==> config.mk <==
export PLATFORM = sky130hd
export DESIGN_NAME = atk_query_engine
export DESIGN_NICKNAME = d
export VERILOG_FILES = /design/src/rtl/atk_pkg.sv /design/src/rtl/atk_ray_lane.sv /design/src/rtl/atk_leaper_map.sv /design/src/rtl/atk_receiver_bank.sv /design/src/rtl/atk_prio_arbiter.sv /design/src/rtl/atk_query_engine.sv
export SDC_FILE = /design/constraint.sdc
export NUM_CORES = 2
export LEC_CHECK = 0
export BUFFER_PORTS_ARGS = -buffer_cell sky130_fd_sc_hd__buf_2
export CAP_MARGIN = 10
export CELL_PAD_IN_SITES_DETAIL_PLACEMENT = 2
export CELL_PAD_IN_SITES_GLOBAL_PLACEMENT = 2
export CORE_ASPECT_RATIO = 2
export CORE_UTILIZATION = 42
export CTS_BUF_LIST = sky130_fd_sc_hd__clkbuf_8 sky130_fd_sc_hd__clkbuf_16
export DETAILED_ROUTE_END_ITERATION = 10
export GPL_TIMING_DRIVEN = 0
export HOLD_SLACK_MARGIN = 0.12
export PLACE_DENSITY = 0.94
export SLEW_MARGIN = 20
export SYNTH_ARGS = -nofsm -noshare
export SYNTH_HDL_FRONTEND = slang
export SYNTH_HIERARCHICAL = 1
export SYNTH_SLANG_ARGS = --single-unit
export TNS_END_PERCENT = 30
==> constraint.sdc <==
create_clock -name clk -period 39.3 [get_ports clk]
set_input_delay 11.79 -clock clk [delete_from_list [all_inputs] [get_ports clk]]
set_output_delay 11.79 -clock clk [all_outputs]
set_load 0.005 [all_outputs]
==> src/rtl/atk_pkg.sv <==
package atk_pkg;

  localparam int PIECE_W = 4;
  localparam int PRIO_W  = 3;

  localparam logic [3:0] OPC_FIND_ATK = 4'b1111;
  localparam logic [3:0] OPC_FIND_VIC = 4'b1110;

  typedef enum logic [2:0] {
    PT_NONE   = 3'd0,
    PT_PAWN   = 3'd1,
    PT_KNIGHT = 3'd2,
    PT_BISHOP = 3'd3,
    PT_ROOK   = 3'd4,
    PT_QUEEN  = 3'd5,
    PT_KING   = 3'd6,
    PT_RSVD   = 3'd7
  } ptype_e;

  typedef enum logic [1:0] {
    ST_IDLE  = 2'd0,
    ST_SWEEP = 2'd1,
    ST_PICK  = 2'd2
  } state_e;

  function automatic ptype_e kind_of(input logic [PIECE_W-1:0] p);
    return ptype_e'(p[2:0]);
  endfunction

  function automatic logic is_piece(input logic [PIECE_W-1:0] p);
    return (kind_of(p) != PT_NONE) && (kind_of(p) != PT_RSVD);
  endfunction

  function automatic logic is_friend(input logic [PIECE_W-1:0] p);
    return is_piece(p) && !p[3];
  endfunction

  function automatic logic is_foe(input logic [PIECE_W-1:0] p);
    return is_piece(p) && p[3];
  endfunction

  // Rank/file step of ray lane d: four orthogonal, then four diagonal.
  function automatic int dir_dr(input int d);
    case (d)
      2, 4, 5: return 1;
      3, 6, 7: return -1;
      default: return 0;
    endcase
  endfunction

  function automatic int dir_df(input int d);
    case (d)
      0, 4, 6: return 1;
      1, 5, 7: return -1;
      default: return 0;
    endcase
  endfunction

  // Cheaper attackers get the higher priority: pawn 6 down to king 1.
  function automatic logic [PRIO_W-1:0] atk_prio(input logic [PIECE_W-1:0] p);
    if (!is_friend(p)) return '0;
    case (kind_of(p))
      PT_PAWN:   return 3'd6;
      PT_KNIGHT: return 3'd5;
      PT_BISHOP: return 3'd4;
      PT_ROOK:   return 3'd3;
      PT_QUEEN:  return 3'd2;
      default:   return 3'd1;
    endcase
  endfunction

  // Dearer victims get the higher priority: the kind code itself.
  function automatic logic [PRIO_W-1:0] vic_prio(input logic [PIECE_W-1:0] p);
    return is_foe(p) ? p[2:0] : '0;
  endfunction

  // dr/df: target rank/file minus source rank/file.
  function automatic logic leaper_reach(input logic [PIECE_W-1:0] p,
                                        input int dr, input int df);
    int ar;
    int af;
    ar = (dr < 0) ? -dr : dr;
    af = (df < 0) ? -df : df;
    if (!is_friend(p)) return 1'b0;
    case (kind_of(p))
      PT_KNIGHT: return ((ar == 1) && (af == 2)) || ((ar == 2) && (af == 1));
      PT_KING:   return (ar <= 1) && (af <= 1) && ((ar + af) != 0);
      PT_PAWN:   return (dr == 1) && (af == 1);
      default:   return 1'b0;
    endcase
  endfunction

  function automatic logic slider_fits(input logic [PIECE_W-1:0] p, input logic diag);
    if (!is_friend(p)) return 1'b0;
    if (kind_of(p) == PT_QUEEN) return 1'b1;
    return diag ? (kind_of(p) == PT_BISHOP) : (kind_of(p) == PT_ROOK);
  endfunction

endpackage

==> src/rtl/atk_ray_lane.sv <==
module atk_ray_lane
  import atk_pkg::*;
#(
  parameter int SIDE = 8,
  parameter int DR   = 0,
  parameter int DF   = 1
) (
  input  logic                   clk,
  input  logic                   rst_n,
  input  logic                   load_i,
  input  logic                   advance_i,
  input  logic [SIDE*SIDE-1:0]   seed_i,
  input  logic [SIDE*SIDE-1:0]   occ_i,
  input  logic [SIDE*SIDE-1:0]   kind_i,
  output logic [SIDE*SIDE-1:0]   hit_o
);

  localparam int NSQ = SIDE * SIDE;

  logic [NSQ-1:0] front_q;
  logic [NSQ-1:0] acc_q;
  logic [NSQ-1:0] stop_here;

  // Move every set bit one square in this lane's direction, dropping bits
  // that would leave the board.
  function automatic logic [NSQ-1:0] step_vec(input logic [NSQ-1:0] v);
    logic [NSQ-1:0] o;
    o = '0;
    for (int r = 0; r < SIDE; r++) begin
      for (int f = 0; f < SIDE; f++) begin
        if ((r + DR >= 0) && (r + DR < SIDE) && (f + DF >= 0) && (f + DF < SIDE))
          o[(r + DR) * SIDE + f + DF] = v[r * SIDE + f];
      end
    end
    return o;
  endfunction

  assign stop_here = front_q & occ_i;

  always_ff @(posedge clk) begin
    if (!rst_n) begin
      front_q <= '0;
      acc_q   <= '0;
    end else if (load_i) begin
      front_q <= step_vec(seed_i);
      acc_q   <= '0;
    end else if (advance_i) begin
      acc_q   <= acc_q | (stop_here & kind_i);
      front_q <= step_vec(front_q & ~occ_i);
    end
  end

  assign hit_o = acc_q;

  // a lane carries a single front that never splits.
  p_front_single_r3: assert property (@(posedge clk) disable iff (!rst_n)
    $onehot0(front_q));

  // once a ray has left the board or been blocked it stays dead.
  p_ray_stays_dead_r3: assert property (@(posedge clk) disable iff (!rst_n)
    (advance_i && !load_i && (front_q == '0)) |=> (front_q == '0));

  // a recorded hit is a single blocker, never a square behind it.
  p_one_hit_r3: assert property (@(posedge clk) disable iff (!rst_n)
    $onehot0(acc_q));

endmodule

==> src/rtl/atk_leaper_map.sv <==
module atk_leaper_map
  import atk_pkg::*;
#(
  parameter int SIDE = 8
) (
  input  logic [$clog2(SIDE*SIDE)-1:0]   tgt_i,
  input  logic [SIDE*SIDE*PIECE_W-1:0]   board_i,
  output logic [SIDE*SIDE-1:0]           reach_o
);

  localparam int NSQ = SIDE * SIDE;

  int t_rank;
  int t_file;

  assign t_rank = int'(tgt_i) / SIDE;
  assign t_file = int'(tgt_i) % SIDE;

  for (genvar s = 0; s < NSQ; s++) begin : g_sq
    localparam int S_RANK = s / SIDE;
    localparam int S_FILE = s % SIDE;
    assign reach_o[s] = leaper_reach(board_i[s*PIECE_W +: PIECE_W],
                                     t_rank - S_RANK, t_file - S_FILE);
  end

endmodule

==> src/rtl/atk_receiver_bank.sv <==
module atk_receiver_bank
  import atk_pkg::*;
#(
  parameter int NSQ = 64
) (
  input  logic                    find_atk_i,
  input  logic [NSQ*PIECE_W-1:0]  board_i,
  input  logic [NSQ-1:0]          enable_i,
  input  logic [NSQ-1:0]          attacked_i,
  output logic [NSQ*PRIO_W-1:0]   prio_o
);

  for (genvar s = 0; s < NSQ; s++) begin : g_rx
    logic [PIECE_W-1:0] pc;
    logic [PRIO_W-1:0]  lvl;
    assign pc = board_i[s*PIECE_W +: PIECE_W];
    always_comb begin
      if (!enable_i[s])    lvl = '0;
      else if (find_atk_i) lvl = attacked_i[s] ? atk_prio(pc) : '0;
      else                 lvl = vic_prio(pc);
    end
    assign prio_o[s*PRIO_W +: PRIO_W] = lvl;
  end

endmodule

==> src/rtl/atk_prio_arbiter.sv <==
module atk_prio_arbiter #(
  parameter int N  = 64,
  parameter int PW = 3
) (
  input  logic [N*PW-1:0]        prio_i,
  output logic [$clog2(N)-1:0]   win_idx_o,
  output logic [PW-1:0]          win_prio_o
);

  localparam int IW = $clog2(N);

  // Level 0 holds the leaves in index order, so the left child always covers
  // lower squares and a tie keeps the left one.
  for (genvar l = 0; l <= IW; l++) begin : lvl
    localparam int CNT = N >> l;
    logic [PW-1:0] p  [CNT];
    logic [IW-1:0] ix [CNT];
    if (l == 0) begin : g_leaf
      for (genvar g = 0; g < CNT; g++) begin : g_n
        assign p[g]  = prio_i[g*PW +: PW];
        assign ix[g] = IW'(g);
      end
    end else begin : g_node
      for (genvar g = 0; g < CNT; g++) begin : g_n
        logic take_hi;
        assign take_hi = lvl[l-1].p[2*g+1] > lvl[l-1].p[2*g];
        assign p[g]    = take_hi ? lvl[l-1].p[2*g+1]  : lvl[l-1].p[2*g];
        assign ix[g]   = take_hi ? lvl[l-1].ix[2*g+1] : lvl[l-1].ix[2*g];
      end
    end
  end

  assign win_prio_o = lvl[IW].p[0];
  assign win_idx_o  = lvl[IW].ix[0];

endmodule

==> src/rtl/atk_query_engine.sv <==
module atk_query_engine
  import atk_pkg::*;
#(
  parameter int SIDE = 8
) (
  input  logic                          clk,
  input  logic                          rst_n,
  input  logic                          cmd_valid_i,
  input  logic [15:0]                   cmd_i,
  input  logic [SIDE*SIDE*PIECE_W-1:0]  board_i,
  input  logic [SIDE*SIDE-1:0]          enable_i,
  output logic [7:0]                    result_o,
  output logic                          done_o
);

  localparam int NSQ       = SIDE * SIDE;
  localparam int IW        = $clog2(NSQ);
  localparam int RAY_STEPS = SIDE - 1;
  localparam int CNT_W     = (SIDE > 2) ? $clog2(SIDE) : 1;
  localparam int NDIR      = 8;

  state_e           st_q;
  logic [CNT_W-1:0] step_q;
  logic [IW-1:0]    tgt_q;
  logic             find_atk_q;
  logic [7:0]       result_q;
  logic             done_q;

  // Named events for the sequencer and its checks.
  logic [3:0]     cmd_op;
  logic [IW-1:0]  cmd_tgt;
  logic           start_atk;
  logic           start_vic;
  logic           sweeping;
  logic           last_step;

  assign cmd_op    = cmd_i[15:12];
  assign cmd_tgt   = cmd_i[4 +: IW];
  assign start_atk = (st_q == ST_IDLE) && cmd_valid_i && (cmd_op == OPC_FIND_ATK);
  assign start_vic = (st_q == ST_IDLE) && cmd_valid_i && (cmd_op == OPC_FIND_VIC);
  assign sweeping  = (st_q == ST_SWEEP);
  assign last_step = sweeping && (step_q == CNT_W'(RAY_STEPS - 1));

  // Per-square board views shared by the lanes.
  logic [NSQ-1:0] occ;
  logic [NSQ-1:0] orth_kind;
  logic [NSQ-1:0] diag_kind;
  logic [NSQ-1:0] seed_oh;

  for (genvar s = 0; s < NSQ; s++) begin : g_view
    logic [PIECE_W-1:0] pc;
    assign pc           = board_i[s*PIECE_W +: PIECE_W];
    assign occ[s]       = is_piece(pc);
    assign orth_kind[s] = slider_fits(pc, 1'b0);
    assign diag_kind[s] = slider_fits(pc, 1'b1);
  end

  assign seed_oh = NSQ'(1) << cmd_tgt;

  // Ray lanes, one per direction.
  logic [NSQ-1:0] lane_hit [NDIR];
  logic [NSQ-1:0] slider_hit;

  for (genvar d = 0; d < NDIR; d++) begin : g_lane
    localparam int DR = dir_dr(d);
    localparam int DF = dir_df(d);
    atk_ray_lane #(.SIDE(SIDE), .DR(DR), .DF(DF)) u_lane (
      .clk       (clk),
      .rst_n     (rst_n),
      .load_i    (start_atk),
      .advance_i (sweeping),
      .seed_i    (seed_oh),
      .occ_i     (occ),
      .kind_i    (((DR != 0) && (DF != 0)) ? diag_kind : orth_kind),
      .hit_o     (lane_hit[d])
    );
  end

  always_comb begin
    slider_hit = '0;
    for (int d = 0; d < NDIR; d++) slider_hit = slider_hit | lane_hit[d];
  end

  // Knight, king and pawn attacks against the latched target.
  logic [NSQ-1:0] leap_hit;

  atk_leaper_map #(.SIDE(SIDE)) u_leap (
    .tgt_i   (tgt_q),
    .board_i (board_i),
    .reach_o (leap_hit)
  );

  logic [NSQ-1:0] attacked;
  assign attacked = slider_hit | leap_hit;

  // Receivers and arbitration.
  logic [NSQ*PRIO_W-1:0] prio_flat;
  logic [IW-1:0]         win_idx;
  logic [PRIO_W-1:0]     win_prio;

  atk_receiver_bank #(.NSQ(NSQ)) u_rx (
    .find_atk_i (find_atk_q),
    .board_i    (board_i),
    .enable_i   (enable_i),
    .attacked_i (attacked),
    .prio_o     (prio_flat)
  );

  atk_prio_arbiter #(.N(NSQ), .PW(PRIO_W)) u_arb (
    .prio_i     (prio_flat),
    .win_idx_o  (win_idx),
    .win_prio_o (win_prio)
  );

  logic [PIECE_W-1:0] tgt_piece;
  logic               king_in_check;
  logic               no_winner;
  logic [7:0]         next_result;

  assign tgt_piece     = board_i[int'(tgt_q)*PIECE_W +: PIECE_W];
  assign king_in_check = find_atk_q && is_foe(tgt_piece) &&
                         (kind_of(tgt_piece) == PT_KING) && (|attacked);
  assign no_winner     = (win_prio == '0);
  assign next_result   = {king_in_check, no_winner,
                          no_winner ? 6'd0 : 6'(win_idx)};

  // Sequencer.
  always_ff @(posedge clk) begin
    if (!rst_n) begin
      st_q       <= ST_IDLE;
      step_q     <= '0;
      tgt_q      <= '0;
      find_atk_q <= 1'b0;
      result_q   <= '0;
      done_q     <= 1'b0;
    end else begin
      done_q <= 1'b0;
      case (st_q)
        ST_IDLE: begin
          if (start_atk) begin
            st_q       <= ST_SWEEP;
            step_q     <= '0;
            tgt_q      <= cmd_tgt;
            find_atk_q <= 1'b1;
          end else if (start_vic) begin
            st_q       <= ST_PICK;
            find_atk_q <= 1'b0;
          end
        end
        ST_SWEEP: begin
          step_q <= step_q + 1'b1;
          if (last_step) st_q <= ST_PICK;
        end
        ST_PICK: begin
          result_q <= next_result;
          done_q   <= 1'b1;
          st_q     <= ST_IDLE;
        end
        default: st_q <= ST_IDLE;
      endcase
    end
  end

  assign result_o = result_q;
  assign done_o   = done_q;

  // a reported square is always enabled.
  p_winner_enabled_r7: assert property (@(posedge clk) disable iff (!rst_n)
    (done_o && !result_o[6]) |-> enable_i[result_o[IW-1:0]]);

  // the end flag comes with a zero square field.
  p_end_square_zero_r9: assert property (@(posedge clk) disable iff (!rst_n)
    (done_o && result_o[6]) |-> (result_o[5:0] == 6'd0));

  // a victim query never raises the illegal flag.
  p_vic_not_illegal_r10: assert property (@(posedge clk) disable iff (!rst_n)
    (done_o && !find_atk_q) |-> !result_o[7]);

  // done is a single-cycle pulse.
  p_done_pulse_r11: assert property (@(posedge clk) disable iff (!rst_n)
    done_o |=> !done_o);

  // the sweep phase lasts exactly RAY_STEPS cycles.
  p_sweep_len_r11: assert property (@(posedge clk) disable iff (!rst_n)
    (sweeping && $past(start_atk)) |-> (step_q == '0));

  // the latched query does not move while a query is in progress.
  p_busy_hold_r12: assert property (@(posedge clk) disable iff (!rst_n)
    (st_q != ST_IDLE) |=> ($stable(tgt_q) && $stable(find_atk_q)));

  // the result only changes together with done.
  p_result_only_on_done_r12: assert property (@(posedge clk) disable iff (!rst_n)
    !done_o |-> $stable(result_o) or $past(!rst_n));

endmodule

==> impl_metrics.tcl, run 1 <==
set metrics [dict create \
    status "aborted with a tool error" \
    haltStage "5_1_grt" \
    error "[ERROR GRT-0116] Global routing finished with congestion. Check the congestion regions in the DRC Viewer." \
    dpl.hpwl_um 521000 \
    cts_setup_buffers 0 \
    ys_ff_latch 861 \
    gp_congestion 1.17 \
    cts_root_buf "clkbuf_16" \
    grt_max_degree 35 \
    avgSynthCellArea_um2 7.80 \
    num_io_pins 348 \
    die_x_um 324 \
    hold_buffers 0 \
    netlist_instances 11200 \
    cts_sinks 861 \
    initial_utilization_pct 42.4 \
    synth-edff-count 0 \
    cts_buffer_depth 3 \
    cts_buffers 72 \
    htreeDepth 3 \
    grt_pass1_wl_um 1230000 \
    dieHeight_um 646 \
    port-buffer-count 337 \
    grt_pass1_vias 141000 \
    rows 235 \
    ys.flop_type "dfxtp_1" \
    cts_resized 0 \
    synth_area_mm2 0.0870 \
    ys_seq_area_share_pct 19.8 \
    synth_cell_type_count 118 \
    ys_warn_count 6 \
    async_reset_ff_share_pct 0 \
    grt_use_total_pct 78.7 \
    grt.overflow.total 2940 \
]
cell families after synthesis:
kind of cell | after synthesis | synth area share, %
flip-flops | 861 | 19.8
adder cells (fa/ha/maj) | 861 | 12.9
other | 9 | 0.0388
AO/OA/AOI/OAI | 2934 | 24.7
AND/OR/NAND/NOR | 4995 | 32.0
multiplexers | 215 | 2.89
buffers and inverters | 1093 | 5.75
XOR/XNOR | 183 | 1.84
cells in the mapped netlist (43+ instances only):
| library cell | count | area [um2] |
|---|---|---|
| a21o_1 | 109 | 818 |
| nand4b_1 | 52 | 455 |
| o211ai_1 | 79 | 593 |
| dfxtp_1 | 861 | 17200 |
| nand4_1 | 157 | 982 |
| o311a_1 | 338 | 3380 |
| o21ai_0 | 434 | 2170 |
| clkbuf_1 | 375 | 1410 |
| or3b_1 | 85 | 744 |
| a21boi_0 | 111 | 833 |
| fa_1 | 64 | 1280 |
| nand2b_1 | 417 | 2610 |
| nor3_1 | 274 | 1370 |
| ha_1 | 797 | 9970 |
| inv_1 | 407 | 1530 |
| and3_1 | 139 | 870 |
| nor2_1 | 1117 | 4190 |
| nor3b_1 | 168 | 1260 |
| nand3b_1 | 111 | 833 |
| a41oi_1 | 437 | 3830 |
| buf_2 | 99 | 495 |
| or3_1 | 119 | 744 |
| a21boi_1 | 82 | 616 |
| nand3_1 | 370 | 1850 |
| nor4_1 | 228 | 1430 |
| o21a_1 | 52 | 390 |
| a211oi_1 | 80 | 601 |
| o2111ai_1 | 43 | 377 |
| a21oi_1 | 580 | 2900 |
| nor2b_1 | 508 | 3180 |
| buf_4 | 130 | 976 |
| mux2i_1 | 157 | 1570 |
| xnor2_1 | 142 | 1240 |
| a31oi_1 | 82 | 513 |
| and3b_1 | 360 | 3150 |
| nand2_1 | 712 | 2670 |
metal layers:
metal	global-route usage, %	overflow
met5	32.9	4
met2	98.4	1863
met1	74.1	30
met3	62.1	61
met4	84.8	982
stage by stage:
step                      setup WS [ns]  utilization [%]  std cells  area (um2)  hold slack (ns)
after floorplan                   17.79                -      11800       89200            0.441
after global placement            11.18             46.0      14800       94300            0.451
after detailed placement          12.00             46.9      14900       96200            0.464
after CTS                         12.50             48.0      15000       98600            0.482
==> inputs of run 2 (changes only) <==
Settings changed: CELL_PAD_IN_SITES_DETAIL_PLACEMENT 2 to not set, CELL_PAD_IN_SITES_GLOBAL_PLACEMENT 2 to not set, CORE_ASPECT_RATIO 2 to not set, CORE_UTILIZATION 42 to 40, CTS_BUF_LIST sky130_fd_sc_hd__clkbuf_8 sky130_fd_sc_hd__clkbuf_16 to not set, HOLD_SLACK_MARGIN 0.12 to not set, PLACE_DENSITY 0.94 to not set, PLACE_DENSITY_LB_ADDON set to 0.15.
==> run 2 against run 1 <==
Net effect:
- the flow now finishes without violations
- area after synthesis did not move
- synthesized cell count did not move
==> impl_metrics.tcl, run 2 <==
set metrics [dict create \
    rsz0062_at_grt "no" \
    initial_utilization_pct 40.4 \
    endpoint_kind "register" \
    hold_viol 0 \
    synth_cell_type_count 118 \
    post-route-min-period_ns 26.42 \
    drt-initial-drc-count 13000 \
    gp_congestion 1.05 \
    tns_ns 0 \
    dpl-instance-area_mm2 0.0962 \
    grt_use_total_pct 44.6 \
    die_x_um 468 \
    ir_drop_v 0.000214 \
    ys_seq_area_share_pct 19.8 \
    drt_wl_total_um 510000 \
    port-buffer-count 337 \
    hp-start "result_o[6]" \
    critPathKind "in -> reg" \
    dr.pass1.iters 9 \
    vias 101000 \
    slew-limit-headroom_pct 5.26 \
    cts_sinks 861 \
    cts_tree "yes" \
    rows 170 \
    status "finished, final reports clean" \
    cts_resized 0 \
    synth_area_mm2 0.0870 \
    synth-edff-count 0 \
    dieHeight_um 468 \
    nNetsFinal 13500 \
    htreeDepth 3 \
    cts_buffer_depth 3 \
    wl_per_cell_um 33.5 \
    synth_top_area_share_pct 19.8 \
    synth_area_leaders "dfxtp_1, ha_1, nor2_1" \
    fin_skew_ns 0.0497 \
    area_growth_pct 14.5 \
    via_per_inst 6.60 \
    cts_setup_buffers 0 \
    grt_max_degree 35 \
    holdWs_ns 0.463 \
    setup_viol 0 \
    final_cell_mix "nor2_1, dfxtp_1, ha_1" \
    num_io_pins 348 \
    critical_path.startpoint "board_i[137]" \
    cts_buffers 90 \
    async_reset_ff_share_pct 0 \
    cts_root_buf "clkbuf_16" \
    grt_pass1_vias 91100 \
    reg2reg_from "tgt_q[0]" \
    clkLatencyLatePin_ns 0.75 \
    netlist_instances 11200 \
    die-area_mm2 0.219 \
    crit_required_ns 39.87 \
    fmax_ghz 0.0379 \
    ys_warn_count 6 \
    powerDensity_mw_per_mm2 34.2 \
    cp.arrival_ns 26.99 \
    stdcell_area_mm2 0.0996 \
    yosysTopAreaCell "dfxtp_1" \
    antenna_found_initial 108 \
    final_common_cell "nor2_1" \
    hp-class "reg -> reg" \
    n_fill_cell 21800 \
    path_clk_slew_ns 0.06 \
    leakagePower_nw 43.9 \
    dpl.hpwl_um 402000 \
    grt_pass1_wl_um 696000 \
    drv_slew 0 \
    crit_fanout 12 \
    hold_buffers 0 \
    grt.overflow.total 0 \
    cpMaxStageDelayCell "a2111oi_0" \
    drive_above_1_share_pct 9.69 \
    drcViolationCount 0 \
    regArea_mm2 0.0172 \
    multi_input_area_mm2 0.0677 \
    avgSynthCellArea_um2 7.80 \
    ys_ff_latch 861 \
    crit_path_max_incr_delay_ns 0.73 \
    cap_violations 0 \
    ys.flop_type "dfxtp_1" \
    synth.most_common_cell "nor2_1" \
    netlist_top_cells_count "nor2_1, dfxtp_1, ha_1" \
    worst_pin_slew_ns 1.42 \
    min_period_over_period_pct 67.2 \
    core_mm2 0.215 \
    critPathLaunchType "input port" \
    postRouteAntennaNets 0 \
]
[run 2: cell counts after synthesis]
No cell type changed its count.
[run 2: worst paths after layout]
kind / to / slack (ns) / depth (start not counted)
hold reg to reg: result_o[6] / 0.46 / 2
setup reg to reg: result_o[0] / 19.21 / 67
setup / recovery: result_o[0] / 12.88 / 57
hold / removal: result_o[6] / 0.46 / 2
[run 2: cell type report]
cell class / instances / share of cell area [%]
plain buffers: 680 / 3.48
clock inverters: 33 / 0.461
diodes: 61 / 0.153
well taps: 2838 / 3.56
multi-input cells: 9800 / 67.9
clock buffers: 134 / 2.68
inverters: 413 / 1.56
flip-flops and latches: 861 / 17.3
repair buffers: 422 / 2.85
[run 2: layer usage]
| metal | vias to the layer above | GRT usage [%] | share of wire (%) |
|---|---|---|---|
| met4 | 62 | 36.7 | 9.7 |
| met1 | 48700 | 53.9 | 38 |
| met5 | - | 0 | 0.077 |
| met2 | 6393 | 64.7 | 41 |
| li1 | 43700 | - | - |
| met3 | 1675 | 13.6 | 12 |
[run 2: logic make-up (layout without fill, tap and decap cells)]
kind of cell,Yosys count,after routing,synth area share (%)
xor+xnor,183,183,1.84
simple gates,4995,4995,32.0
compound gates,2934,2934,24.7
mux,215,215,2.89
fa+ha+maj,861,861,12.9
flops,861,861,19.8
buf+inv,1093,1682,5.75
other cells,9,673,0.0388
[run 2: worst max-delay path: cells and delay by family]
kind,cells,cell delay [ns]
compound gates,22,7.21
simple gates,16,3.47
fa+ha+maj,6,1.61
mux,4,1.58
buf+inv,9,1.23
[run 2: report_power, final]
group | switching, mW | internal, mW | leakage [nW]
Combinational | 1.09 | 0.486 | 35.4
Sequential | 0.0124 | 0.881 | 6.95
Clock | 0.411 | 0.526 | 1.54
Total | 1.51 | 1.89 | 43.9
[run 2: through the flow]
step	std cells	power [mW]	utilization [%]	setup slack, ns
floorplan	11800	1.76	-	17.79
global placement	14900	2.25	43.9	11.44
detailed placement	15000	2.32	44.7	12.61
CTS	15200	3.24	46.2	13.30
global route	15200	3.49	46.2	12.46
finish	15200	3.41	46.3	12.88
(Power assumes the default switching activity.)
